### src/rtl/ubw_pkg.sv
package ubw_pkg;

    typedef enum logic [2:0] {
        OFS_DATA = 3'd0,
        OFS_STAT = 3'd1,
        OFS_MODE = 3'd2,
        OFS_CMD  = 3'd3,
        OFS_TXIR = 3'd4,
        OFS_RXIR = 3'd5,
        OFS_RSVD = 3'd6,
        OFS_SEL  = 3'd7
    } win_ofs_e;

    typedef enum logic [1:0] {
        KIND_DATA = 2'd0,
        KIND_STAT = 2'd1,
        KIND_MODE = 2'd2,
        KIND_CMD  = 2'd3
    } ch_kind_e;

    typedef enum logic [2:0] {
        RSRC_IDLE = 3'd0,
        RSRC_CHAN = 3'd1,
        RSRC_TX   = 3'd2,
        RSRC_RX   = 3'd3,
        RSRC_ONES = 3'd4
    } rd_src_e;

    typedef struct packed {
        logic     dn_rd;
        logic     dn_wr;
        ch_kind_e kind;
        logic     sel_we;
        logic     txm_we;
        logic     rxm_we;
        rd_src_e  rsrc;
    } win_op_t;

endpackage

### src/rtl/ubw_decode.sv
module ubw_decode
    import ubw_pkg::*;
(
    input  logic [2:0] addr,
    input  logic       rd,
    input  logic       wr,
    input  logic       sel_present,
    output win_op_t    op
);
    always_comb begin
        op      = '0;
        op.kind = KIND_DATA;
        op.rsrc = RSRC_IDLE;
        if (wr) begin
            if (win_ofs_e'(addr) == OFS_SEL) begin
                op.sel_we = 1'b1;
            end else if (sel_present) begin
                case (win_ofs_e'(addr))
                    OFS_DATA: begin op.dn_wr = 1'b1; op.kind = KIND_DATA; end
                    OFS_MODE: begin op.dn_wr = 1'b1; op.kind = KIND_MODE; end
                    OFS_CMD:  begin op.dn_wr = 1'b1; op.kind = KIND_CMD;  end
                    OFS_TXIR: op.txm_we = 1'b1;
                    OFS_RXIR: op.rxm_we = 1'b1;
                    default:  ;
                endcase
            end
        end
        if (rd) begin
            if (!sel_present) begin
                op.rsrc = RSRC_ONES;
            end else begin
                case (win_ofs_e'(addr))
                    OFS_DATA: begin op.dn_rd = 1'b1; op.kind = KIND_DATA; op.rsrc = RSRC_CHAN; end
                    OFS_STAT: begin op.dn_rd = 1'b1; op.kind = KIND_STAT; op.rsrc = RSRC_CHAN; end
                    OFS_TXIR: op.rsrc = RSRC_TX;
                    OFS_RXIR: op.rsrc = RSRC_RX;
                    default:  op.rsrc = RSRC_ONES;
                endcase
            end
        end
    end
endmodule

### src/rtl/ubw_mask_bank.sv
module ubw_mask_bank #(
    parameter int NUM_BOARDS   = 4,
    parameter int CH_PER_BOARD = 8,
    localparam int BW = $clog2(NUM_BOARDS),
    localparam int NCH = NUM_BOARDS * CH_PER_BOARD
) (
    input  logic                    clk,
    input  logic                    rst,
    input  logic [BW-1:0]           sel_board,
    input  logic [CH_PER_BOARD-1:0] wdata,
    input  logic                    txm_we,
    input  logic                    rxm_we,
    output logic [NCH-1:0]          tx_mask,
    output logic [NCH-1:0]          rx_mask
);
    logic [CH_PER_BOARD-1:0] txm_q [NUM_BOARDS];
    logic [CH_PER_BOARD-1:0] rxm_q [NUM_BOARDS];

    for (genvar b = 0; b < NUM_BOARDS; b++) begin : g_board
        logic hit;
        assign hit = (sel_board == BW'(b));

        always_ff @(posedge clk) begin
            if (rst) begin
                txm_q[b] <= '0;
                rxm_q[b] <= '0;
            end else begin
                if (txm_we && hit) txm_q[b] <= wdata;
                if (rxm_we && hit) rxm_q[b] <= wdata;
            end
        end

        assign tx_mask[b*CH_PER_BOARD +: CH_PER_BOARD] = txm_q[b];
        assign rx_mask[b*CH_PER_BOARD +: CH_PER_BOARD] = rxm_q[b];
    end
endmodule

### src/rtl/ubw_irq_reduce.sv
module ubw_irq_reduce #(
    parameter int NUM_BOARDS   = 4,
    parameter int CH_PER_BOARD = 8,
    localparam int NCH = NUM_BOARDS * CH_PER_BOARD
) (
    input  logic [NUM_BOARDS-1:0] present,
    input  logic [NCH-1:0]        tx_stat,
    input  logic [NCH-1:0]        rx_stat,
    input  logic [NCH-1:0]        tx_mask,
    input  logic [NCH-1:0]        rx_mask,
    output logic                  tx_irq,
    output logic                  rx_irq
);
    logic [NUM_BOARDS-1:0] tx_pend;
    logic [NUM_BOARDS-1:0] rx_pend;

    for (genvar b = 0; b < NUM_BOARDS; b++) begin : g_pend
        localparam int LO = b * CH_PER_BOARD;
        assign tx_pend[b] = present[b] &
            (|(tx_stat[LO +: CH_PER_BOARD] & tx_mask[LO +: CH_PER_BOARD]));
        assign rx_pend[b] = present[b] &
            (|(rx_stat[LO +: CH_PER_BOARD] & rx_mask[LO +: CH_PER_BOARD]));
    end

    assign tx_irq = |tx_pend;
    assign rx_irq = |rx_pend;
endmodule

### src/rtl/uart_bank_window.sv
module uart_bank_window
    import ubw_pkg::*;
#(
    parameter int NUM_BOARDS   = 4,
    parameter int CH_PER_BOARD = 8,
    parameter int DATA_W       = 8,
    parameter int BOARD_STRIDE = 16
) (
    input  logic                                   clk,
    input  logic                                   rst,
    input  logic [2:0]                             host_addr,
    input  logic                                   host_rd,
    input  logic                                   host_wr,
    input  logic [DATA_W-1:0]                      host_wdata,
    output logic [DATA_W-1:0]                      host_rdata,
    input  logic [NUM_BOARDS-1:0]                  board_present,
    input  logic [NUM_BOARDS*CH_PER_BOARD-1:0]     ch_tx_empty,
    input  logic [NUM_BOARDS*CH_PER_BOARD-1:0]     ch_rx_ready,
    output logic                                   dn_rd,
    output logic                                   dn_wr,
    output logic [1:0]                             dn_kind,
    output logic [$clog2(NUM_BOARDS*BOARD_STRIDE)-1:0] dn_addr,
    output logic [DATA_W-1:0]                      dn_wdata,
    input  logic [DATA_W-1:0]                      dn_rdata,
    output logic                                   tx_irq,
    output logic                                   rx_irq
);
    localparam int BW  = $clog2(NUM_BOARDS);
    localparam int CW  = $clog2(CH_PER_BOARD);
    localparam int AW  = $clog2(NUM_BOARDS*BOARD_STRIDE);
    localparam int NCH = NUM_BOARDS * CH_PER_BOARD;

    logic [BW-1:0] sel_board;
    logic [CW-1:0] sel_chan;
    logic          sel_present;
    win_op_t       op;
    logic [NCH-1:0] tx_mask;
    logic [NCH-1:0] rx_mask;
    logic [CH_PER_BOARD-1:0] tx_slice;
    logic [CH_PER_BOARD-1:0] rx_slice;

    assign sel_present = board_present[sel_board];

    ubw_decode u_dec (
        .addr        (host_addr),
        .rd          (host_rd),
        .wr          (host_wr),
        .sel_present (sel_present),
        .op          (op)
    );

    always_ff @(posedge clk) begin
        if (rst) begin
            sel_board <= '0;
            sel_chan  <= '0;
        end else if (op.sel_we) begin
            sel_chan  <= host_wdata[CW-1:0];
            sel_board <= host_wdata[CW+BW-1:CW];
        end
    end

    ubw_mask_bank #(
        .NUM_BOARDS   (NUM_BOARDS),
        .CH_PER_BOARD (CH_PER_BOARD)
    ) u_masks (
        .clk       (clk),
        .rst       (rst),
        .sel_board (sel_board),
        .wdata     (host_wdata[CH_PER_BOARD-1:0]),
        .txm_we    (op.txm_we),
        .rxm_we    (op.rxm_we),
        .tx_mask   (tx_mask),
        .rx_mask   (rx_mask)
    );

    ubw_irq_reduce #(
        .NUM_BOARDS   (NUM_BOARDS),
        .CH_PER_BOARD (CH_PER_BOARD)
    ) u_irq (
        .present (board_present),
        .tx_stat (ch_tx_empty),
        .rx_stat (ch_rx_ready),
        .tx_mask (tx_mask),
        .rx_mask (rx_mask),
        .tx_irq  (tx_irq),
        .rx_irq  (rx_irq)
    );

    // Downstream channel bus, issued in the host strobe cycle.
    assign dn_rd    = op.dn_rd;
    assign dn_wr    = op.dn_wr;
    assign dn_kind  = op.kind;
    assign dn_wdata = host_wdata;
    assign dn_addr  = AW'(int'(sel_board) * BOARD_STRIDE + int'(sel_chan) * 2
                          + ((op.kind == KIND_STAT) ? 1 : 0));

    assign tx_slice = ch_tx_empty[sel_board*CH_PER_BOARD +: CH_PER_BOARD];
    assign rx_slice = ch_rx_ready[sel_board*CH_PER_BOARD +: CH_PER_BOARD];

    always_ff @(posedge clk) begin
        if (rst) begin
            host_rdata <= '1;
        end else begin
            case (op.rsrc)
                RSRC_CHAN: host_rdata <= dn_rdata;
                RSRC_TX:   host_rdata <= DATA_W'(tx_slice);
                RSRC_RX:   host_rdata <= DATA_W'(rx_slice);
                RSRC_ONES: host_rdata <= '1;
                default:   ;
            endcase
        end
    end
endmodule

### config.mk
export PLATFORM = sky130hd
export DESIGN_NAME = uart_bank_window
export DESIGN_NICKNAME = d
export VERILOG_FILES = /design/src/rtl/ubw_pkg.sv /design/src/rtl/ubw_decode.sv /design/src/rtl/ubw_mask_bank.sv /design/src/rtl/ubw_irq_reduce.sv /design/src/rtl/uart_bank_window.sv
export SDC_FILE = /design/constraint.sdc
export NUM_CORES = 1
export LEC_CHECK = 0
export ABC_CLOCK_PERIOD_IN_PS = 2600
export BUFFER_PORTS_ARGS = -buffer_cell sky130_fd_sc_hd__buf_4
export CELL_PAD_IN_SITES_DETAIL_PLACEMENT = 2
export CELL_PAD_IN_SITES_GLOBAL_PLACEMENT = 2
export CORE_UTILIZATION = 33
export DETAILED_ROUTE_END_ITERATION = 7
export MAX_ROUTING_LAYER = met4
export PLACE_DENSITY_LB_ADDON = 0.1
export SYNTH_ARGS = -nofsm -noshare
export SYNTH_HDL_FRONTEND = slang
export SYNTH_SLANG_ARGS = --single-unit
### constraint.sdc
create_clock -name clk -period 2.6 [get_ports clk]
set_input_delay 0.52 -clock clk [delete_from_list [all_inputs] [get_ports clk]]
set_output_delay 0.52 -clock clk [all_outputs]
set_load 0.01 [all_outputs]
==> After elaboration in Yosys (flattened, before gate mapping) <==
Memory sizes are Yosys's and may differ from the RTL's.
Cells that the tools add are included.
{ "totals": {"regBits": 13, "mem_bits_rw": 64, "input_bits": 91, "out_inout_bits": 28, "wordCells": 126, "mem_count": 2} }
{ "memory_table": {"columns": ["memory", "depth", "word_bits", "rd", "rd_ports_with_merged_regs", "write_ports", "line", "source"], "rows": [
  ["u_masks.rxm_q", 4, 8, 4, 0, 4, "ubw_mask_bank.sv:17", "logic [CH_PER_BOARD-1:0] rxm_q [NUM_BOARDS];"],
  ["u_masks.txm_q", 4, 8, 4, 0, 4, "ubw_mask_bank.sv:16", "logic [CH_PER_BOARD-1:0] txm_q [NUM_BOARDS];"]
]} }
{ "op_classes": {"add_sub_neg": 2, "magnitude_cmp": 1, "n_eq_ne": 14, "shifts": 2, "n_mux": 56, "n_bitwise": 24, "reduce_logical": 22} }
{ "ops": {"columns": ["cell", "count"], "rows": [
  ["AND 8 bit", 8],
  ["two-way mux 8 bit", 8],
  ["OR reduction 8 bit", 8],
  ["variable part select 32 x 6 -> 8 bit", 2],
  ["two-way mux 1 bit", 34],
  ["one-hot mux 8 bit (4 select lines)", 1],
  ["one-hot mux 3 bit (3 select lines)", 2],
  ["== test 3 x 2 -> 1 bit, second input constant", 4],
  ["== test 3 bit, second input constant", 4],
  ["two-way mux 3 bit", 4],
  ["AND 1 bit", 8],
  ["logical AND 1 bit", 8],
  ["two-way mux 2 bit", 4],
  ["bitwise OR 1 bit", 8],
  ["OR reduction 4 bit", 2],
  ["adder 6 x 1 -> 6 bit", 1],
  ["adder 6 x 4 -> 6 bit", 1],
  ["== test 3 x 1 -> 1 bit, second input constant", 2],
  ["two-way mux 6 bit", 1],
  ["== test 2 x 1 -> 1 bit, second input constant", 2],
  ["== test 2 bit, second input constant", 2],
  ["one-hot mux 2 bit (2 select lines)", 1],
  ["nonzero test 4 bit", 1],
  ["logical NOT 3 bit", 1],
  ["other kinds (4)", 4]
]} }

==> Logic depth before layout (Yosys ltp) <==
Gate-level depths: netlist of run 1.
{ "depth": {"word_depth": 11, "ltp_mapped": 6, "mapped_depth_nobuf": 3} }

==> Hierarchy <==
A second synthesis of run 1 with hierarchy kept.
{ "unflattened": {"cells_unflattened": 364, "hier_area_um2": 4162.7} }
{ "modules_own_cells": {"columns": ["module", "n_inst", "cells_per_inst", "area_each_um2"], "rows": [
  ["ubw_mask_bank", 1, 170, 2458.6],
  ["uart_bank_window", 1, 133, 1221.2],
  ["ubw_irq_reduce", 1, 45, 359.1],
  ["ubw_decode", 1, 16, 123.9]
]} }

==> Least setup slack after synthesis of run 1 <==
Ideal clock, no wire load.
{ "synth_path": {"path_type": "in2reg", "startpoint": "input host_addr[1]", "endpoint": "memory u_masks.txm_q[3][0] (enable)", "setup_ps": 375, "arrival_time_ps": 1776, "required_ps": 2225, "slack_ps": 450, "cell_stages": 5, "path_cell_list": "clkbuf_1 -> nor2b_1 -> clkbuf_1 -> nand4_1 -> o21bai_1"} }
{ "synth_rtl": {"columns": ["item", "line", "source"], "rows": [
  ["from (decl)", "uart_bank_window.sv:11", "input logic [2:0] host_addr,"],
  ["to (decl)", "ubw_mask_bank.sv:16", null]
]} }

==> Worst setup path after layout of run 1 <==
{ "layout_path": {"startpoint": "register sel_board[0]", "endpoint": "output dn_kind[0]"} }
{ "layout_between": {"elab_chain_cells": 8} }
{ "layout_rtl": {"columns": ["item", "line", "source"], "rows": [
  ["from (decl)", "uart_bank_window.sv:33", "logic [BW-1:0] sel_board;"],
  ["from (signal assigned)", "uart_bank_window.sv:58", "sel_board <= host_wdata[CW+BW-1:CW];"],
  ["binary-select mux 1 bit (select 2 bit) (*)", "uart_bank_window.sv:42", "assign sel_present = board_present[sel_board];"],
  ["two-way mux 1 bit (not written as such) (*)", "uart_bank_window.sv:42", null],
  ["two-way mux 3 bit", "ubw_decode.sv:17", "end else if (sel_present) begin"],
  ["two-way mux 3 bit", "ubw_decode.sv:15", "if (win_ofs_e'(addr) == OFS_SEL) begin"],
  ["two-way mux 6 bit", "ubw_decode.sv:14", "if (wr) begin"],
  ["one-hot mux 2 bit (2 select lines)", "ubw_decode.sv:32", "case (win_ofs_e'(addr))"],
  ["two-way mux 2 bit", "ubw_decode.sv:29", "if (!sel_present) begin"],
  ["two-way mux 2 bit (*)", "ubw_decode.sv:28", "if (rd) begin"],
  ["to (decl)", "uart_bank_window.sv:21", "output logic [1:0] dn_kind,"]
]} }
Every way passes the cells marked *; elsewhere a longest branch is shown, timed or not. The select of a mux whose other input is x is not followed.

==> results_dict.tcl, run 1 <==
set metrics [dict create \
    drt-total-wl_mm 15.4 \
    dr_total_vias 3552 \
    critPathSlowestCell "mux4_2" \
    dieHeight_um 114 \
    cts_sinks 77 \
    switchingPower_uw 751 \
    htreeDepth 3 \
    grt_pass1_vias 3877 \
    drv_cap 0 \
    dp_hpwl_mm 11.9 \
    final_layout_size_suffix_gt1_frac 0.333 \
    postCtsSetupBuffers 0 \
    gp_congestion 0.862 \
    switching_share 0.249 \
    cts_buffer_depth 2 \
    grt_pass1_wl_mm 23.1 \
    fin_cells 648 \
    peakVddDrop_v 0.000364 \
    synth-main-ff-cell "edfxtp_1" \
    via_per_inst 5.48 \
    hold_path.class "in2reg" \
    finalPower_uw 3010 \
    power_frac_seq 0.462 \
    grt_max_degree 39 \
    max_stage_delay_ns 0.62 \
    start_util 0.340 \
    cp.required_ns 2.08 \
    clk_pin_slew_ns 0.06 \
    p_leak_uw 0.00202 \
    synth_area_sq_um 4120 \
    synthArstFlopShare 0 \
    fin_util 0.446 \
    antenna_cells 0 \
    die_area_sq_um 12900 \
    antenna_left 0 \
    start_kind "flop" \
    powerDensity_nw_per_um2 557 \
    syn_area_per_cell_sq_um 11.3 \
    area_delta_synth_final_pct 31.3 \
    drc 0 \
    overflow 0 \
    end_kind "output pin" \
    synth.area.top_cells "edfxtp_1 47%, a22oi_1 8.4%, mux2i_1 8.0%" \
    drv_slew 0 \
    setup_viol 0 \
    portBuffers 118 \
    wire_per_inst_um 23.7 \
    setup_tns_ns 0 \
    synth_edf_count 64 \
    mostFrequentLayoutCell "buf_4" \
    cts_resized 0 \
    placed_cells 632 \
    grt_util_all_layers 0.255 \
    path_cells "mux4_2 -> or2b_1 -> a211oi_1 -> buf_4" \
    synth_fp_nets 457 \
    core_area_sq_um 12100 \
    holdBufCountCts 0 \
    crit_fanout 10 \
    rows 40 \
    rsz0062_at_grt "no" \
    p_clk_frac 0.398 \
    synth_top_cell_by_area "edfxtp_1" \
    nets 566 \
    cts_root_buffer "clkbuf_16" \
    final_min_period_over_clock_period 0.902 \
    layout_common_cells "131 x buf_4, 64 x edfxtp_1, 49 x nor2_1" \
    drt-initial-drc-count 250 \
    clock_skew_ns 0.00494 \
    slew-limit-headroom 0.668 \
    synthCells 366 \
    status "finished clean" \
    synth-seq-cells 77 \
    antenna_found_initial 0 \
    cp.arrival_ns 1.83 \
    finalHoldViolCount 0 \
    die_w_um 114 \
    yosys_warnings 0 \
    synth_cell_types 36 \
    min_period_ns 2.35 \
    p_int_uw 2260 \
    synth_top_area_share 0.467 \
    io_pins 119 \
    dr.pass1.iters 4 \
    worst_pin_slew_ns 0.495 \
    clk_latency_ns 0.34 \
    numCtsBuffers 9 \
    cts_tree "done" \
    power_frac_comb 0.141 \
    worstSetupPathType "reg2out" \
    fmax_mhz 426 \
    synth-seq-area-share 0.530 \
]
==> per-stage QoR <==
stage               hold slack [ns]  cell area [sq um]  worst slack (ns)
finish                        0.455               5410             0.255
global route                  0.474               5410             0.157
CTS                           0.458               5410             0.238
detailed placement            0.498               5130             0.327
global placement              0.483               5130             0.359
floorplan                     0.535               4120             0.450
==> synth_stat cells, types with 3 or more instances <==
cell type  count
nor3_1        32
buf_4         10
inv_1          5
buf_2          7
mux4_2         3
mux2i_1       33
nor2b_1        4
a21bo_2        8
a22oi_1       46
a31oi_1        8
nor2_1        49
nand2b_1      12
and2_1         3
a31o_1         7
a21o_1         3
o21bai_1       3
nand2_1        6
nand4_1        5
clkbuf_1      14
edfxtp_1      64
dfxtp_1       13
nand3b_1       8
a41oi_1        6
==> sequential cells by signal (all words and copies together), names as in the netlist <==
register       flops
u_masks.rxm_q     32
sel_chan           3
sel_board          2
u_masks.txm_q     32
host_rdata         8
==> layout make-up <==
class | instances | area [sq um]
fillers | 1287 | 6700
flip-flops and latches | 77 | 2180
multi-input cells | 251 | 1730
repair buffers | 131 | 983
clock buffers | 12 | 256
well taps | 168 | 210
clock inverters | 4 | 22.5
inverters | 5 | 18.8
==> power by group through the flow <==
stage               clock (uW)  combinational [uW]  sequential [uW]
finish                    1200                 423             1390
global route              1270                 453             1390
CTS                       1220                 427             1390
detailed placement           0                 421             1420
global placement             0                 413             1410
floorplan                    0                 187             1410
==> cell families (layout without fill, tap and decap cells) <==
logic type / Yosys count / count (layout) / synth area share
and+or+nand+nor: 128 / 128 / 0.156
AOI/OAI and AO/OA: 86 / 86 / 0.165
buffers and inverters: 38 / 152 / 0.0495
DFF: 77 / 77 / 0.530
muxes: 37 / 37 / 0.0993
==> path summary, 6_finish.rpt <==
kind | from | end | slack [ns] | cells after the start
max | sel_board[0] | dn_kind[0] | 0.25 | 4
min | host_wdata[1] | sel_chan[1] | 0.45 | 3
max reg2reg | sel_board[0] | host_rdata[5] | 0.52 | 5
min reg2reg | sel_chan[1] | sel_chan[1] | 0.52 | 2
==> per-layer routing <==
| metal | GRT usage | vias up | share of wire |
|---|---|---|---|
| met1 | 0.322 | 1793 | 0.43 |
| met2 | 0.410 | 117 | 0.49 |
| met3 | 0.0468 | 17 | 0.058 |
| met4 | 0.0930 | 0 | 0.023 |
| met5 | - | - | 0 |
| li1 | - | 1625 | - |
==> worst max-delay path: cells and delay by family, from the launching register on <==
kind	cells	cell delay, ns
and+or+nand+nor	1	0.28
buffers and inverters	1	0.15
AOI/OAI and AO/OA	1	0.07
DFF	1	0.36
muxes	1	0.62
(Power assumes the default switching activity.)
==> inputs of run 2 (changes only) <==
Settings changed: ABC_AREA set to 1, ABC_CLOCK_PERIOD_IN_PS 2600 to 2300, CORE_UTILIZATION 33 to 29, SLEW_MARGIN set to 10.
Clock period 2.6 ns to 2.3 ns, I/O delays scaled along.
==> run 2 against run 1 <==
Clock power increased by 21%. Power increased by 18%. Via count increased by 17%. Combinational power increased by 27%. Register-to-register slack got worse by 0.29 ns. Global-route usage decreased by 2.0 points. Count of clock-buffer cells in the layout increased by 2. Cell count increased by 33%. Clock skew decreased by 0.00069 ns. Critical path type unchanged. Critical endpoint is now dn_wr. Highest routed layer unchanged.
==> results_dict.tcl, run 2 <==
set metrics [dict create \
    status "finished clean" \
    hold_path.class "in2reg" \
    crit_end "dn_wr" \
    rows 43 \
    area_delta_synth_final_pct 34.3 \
    synthMostInstantiatedCell "nand2_1" \
    antenna_found_initial 0 \
    io_pins 119 \
    dr.pass1.iters 4 \
    clock_skew_ns 0.00426 \
    r2r_cells 11 \
    num-fill-cells 1620 \
    synth.area.top_cells "edfxtp_1 46%, nand2_1 16%, inv_1 7.5%" \
    r2r-end "u_masks.txm_q[1][6]" \
    cp.required_ns 1.84 \
    syn_area_per_cell_sq_um 7.67 \
    end_kind "output pin" \
    crit_buf_inv 3 \
    fin_util 0.403 \
    min_period_ns 2.17 \
    peakVddDrop_v 0.000324 \
    design_area_sq_um 5640 \
    fmax_mhz 461 \
    p_leak_uw 0.00271 \
    rsz0062_at_grt "no" \
    finalHoldViolCount 0 \
    drt-initial-drc-count 220 \
    worst_pin_slew_ns 0.688 \
    layout_common_cells "176 x nand2_1, 135 x buf_4, 84 x inv_1" \
    grt_pass1_wl_mm 24.6 \
    drt-total-wl_mm 16.4 \
    path_cells "inv_2 -> nand2_1 -> nand2_1 -> nand2_1 -> nand2_2 -> inv_1 -> nand3_1 -> nor2_1 -> buf_4" \
    critPathSlowestCell "dfxtp_2" \
    holdBufCountCts 0 \
    dr_total_vias 4162 \
    yosys_warnings 0 \
    clk_latency_ns 0.34 \
    synth-seq-area-share 0.520 \
    die_w_um 122 \
    regToRegStartpoint "sel_board[0]" \
    worstSetupPathType "reg2out" \
    overflow 0 \
    core_area_sq_um 14000 \
    setup_tns_ns 0 \
    cts_buffer_depth 2 \
    start_util 0.300 \
    cp.arrival_ns 1.71 \
    cts_root_buffer "clkbuf_16" \
    crit_start "sel_board[0]" \
    final_min_period_over_clock_period 0.942 \
    finalPower_uw 3570 \
    synth_top_area_share 0.458 \
    synth_top_cell_by_area "edfxtp_1" \
    crit_fanout 9 \
    mostFrequentLayoutCell "nand2_1" \
    wire_per_inst_um 19.0 \
    dieHeight_um 122 \
    drv_slew 0 \
    reg_top3 "u_masks.rxm_q (32), u_masks.txm_q (32), host_rdata (8)" \
    setup_viol 0 \
    clk_pin_slew_ns 0.06 \
    cts_tree "done" \
    final_layout_size_suffix_gt1_frac 0.228 \
    grt_max_degree 19 \
    path_delay_family "simple AND/OR/NAND/NOR gates" \
    gp_congestion 0.913 \
    synth_area_sq_um 4200 \
    slew-limit-headroom 0.539 \
    dp_hpwl_mm 13.1 \
    synthArstFlopShare 0 \
    grt_util_all_layers 0.235 \
    antenna_left 0 \
    die_area_sq_um 15000 \
    place_area_sq_um 5330 \
    synth_edf_count 64 \
    grt_pass1_vias 4353 \
    cp.depth 9 \
    antenna_cells 0 \
    synth-seq-cells 77 \
    max_stage_delay_ns 0.41 \
    setup_ws_ns 0.133 \
    start_kind "flop" \
    htreeDepth 3 \
    pre_cts_slack_ns 0.131 \
    synth_common_cells "176 x nand2_1, 84 x inv_1, 74 x nor2_1" \
    synth_cell_types 22 \
    numCtsBuffers 9 \
    powerDensity_nw_per_um2 633 \
    drv_cap 0 \
    drc 0 \
    crit_top_cell "nand2_1" \
    nets 766 \
    synthCells 547 \
    via_per_inst 4.84 \
    cts_sinks 77 \
    portBuffers 118 \
    synth-main-ff-cell "edfxtp_1" \
    synth_fp_nets 638 \
    rrSetupSlack_ns 0.23 \
    whs_path_depth 3 \
]
[run 2: routing by layer]
layer	vias up	GRT usage	share of wire
met5	-	-	0
met3	12	0.0293	0.044
li1	2011	-	-
met4	0	0.0579	0.0090
met1	2044	0.308	0.47
met2	95	0.385	0.48
[run 2: worst min-delay path: stages]
cell and delay [ns]:
buf_4 0.14, a21oi_1 0.05, nand2_1 0.05
[run 2: logic make-up (layout without fill, tap and decap cells)]
family	count (synthesis)	count (layout)	share of synthesized area
AND/OR/NAND/NOR	309	309	0.306
buffers and inverters	109	242	0.107
flip-flops	77	77	0.520
AO/OA/AOI/OAI	52	52	0.0665
[run 2: where the power goes]
part           switching [uW]  internal, uW  total, uW
Clock                     557           891       1450
Combinational             316           223        539
Sequential               20.6          1560       1580
[run 2: how the worst min path moves through the flow]
stage | startpoint | to | slack, ns
final | rst | host_rdata[5] | 0.41
after global routing | rst | host_rdata[1] | 0.42
after CTS | rst | host_rdata[1] | 0.40
after detailed placement | host_rdata[5] | host_rdata[5] | 0.46
after global placement | host_rdata[4] | host_rdata[4] | 0.46
after floorplan | host_rdata[0] | host_rdata[0] | 0.51
[run 2: timing repair]
action	4_1_cts	5_1_grt
hold endpoints to repair	0	0
buffers inserted	0	0
resized for setup	0	3
setup endpoints to repair	0	48
[run 2: area by class of cell]
type | instances | area [sq um] | area share
inverter | 91 | 342 | 0.0606
clock inverter | 2 | 12.5 | 0.00222
sequential | 77 | 2180 | 0.387
tap | 180 | 225 | 0.0399
clock buffer | 14 | 297 | 0.0526
timing repair buffer | 135 | 1010 | 0.180
multi-input combinational | 361 | 1570 | 0.278
[run 2: metrics by stage]
stage	hold WS, ns	cells
final	0.406	860
after global routing	0.416	860
after CTS	0.403	860
after detailed placement	0.463	844
after global placement	0.455	844
after floorplan	0.512	547
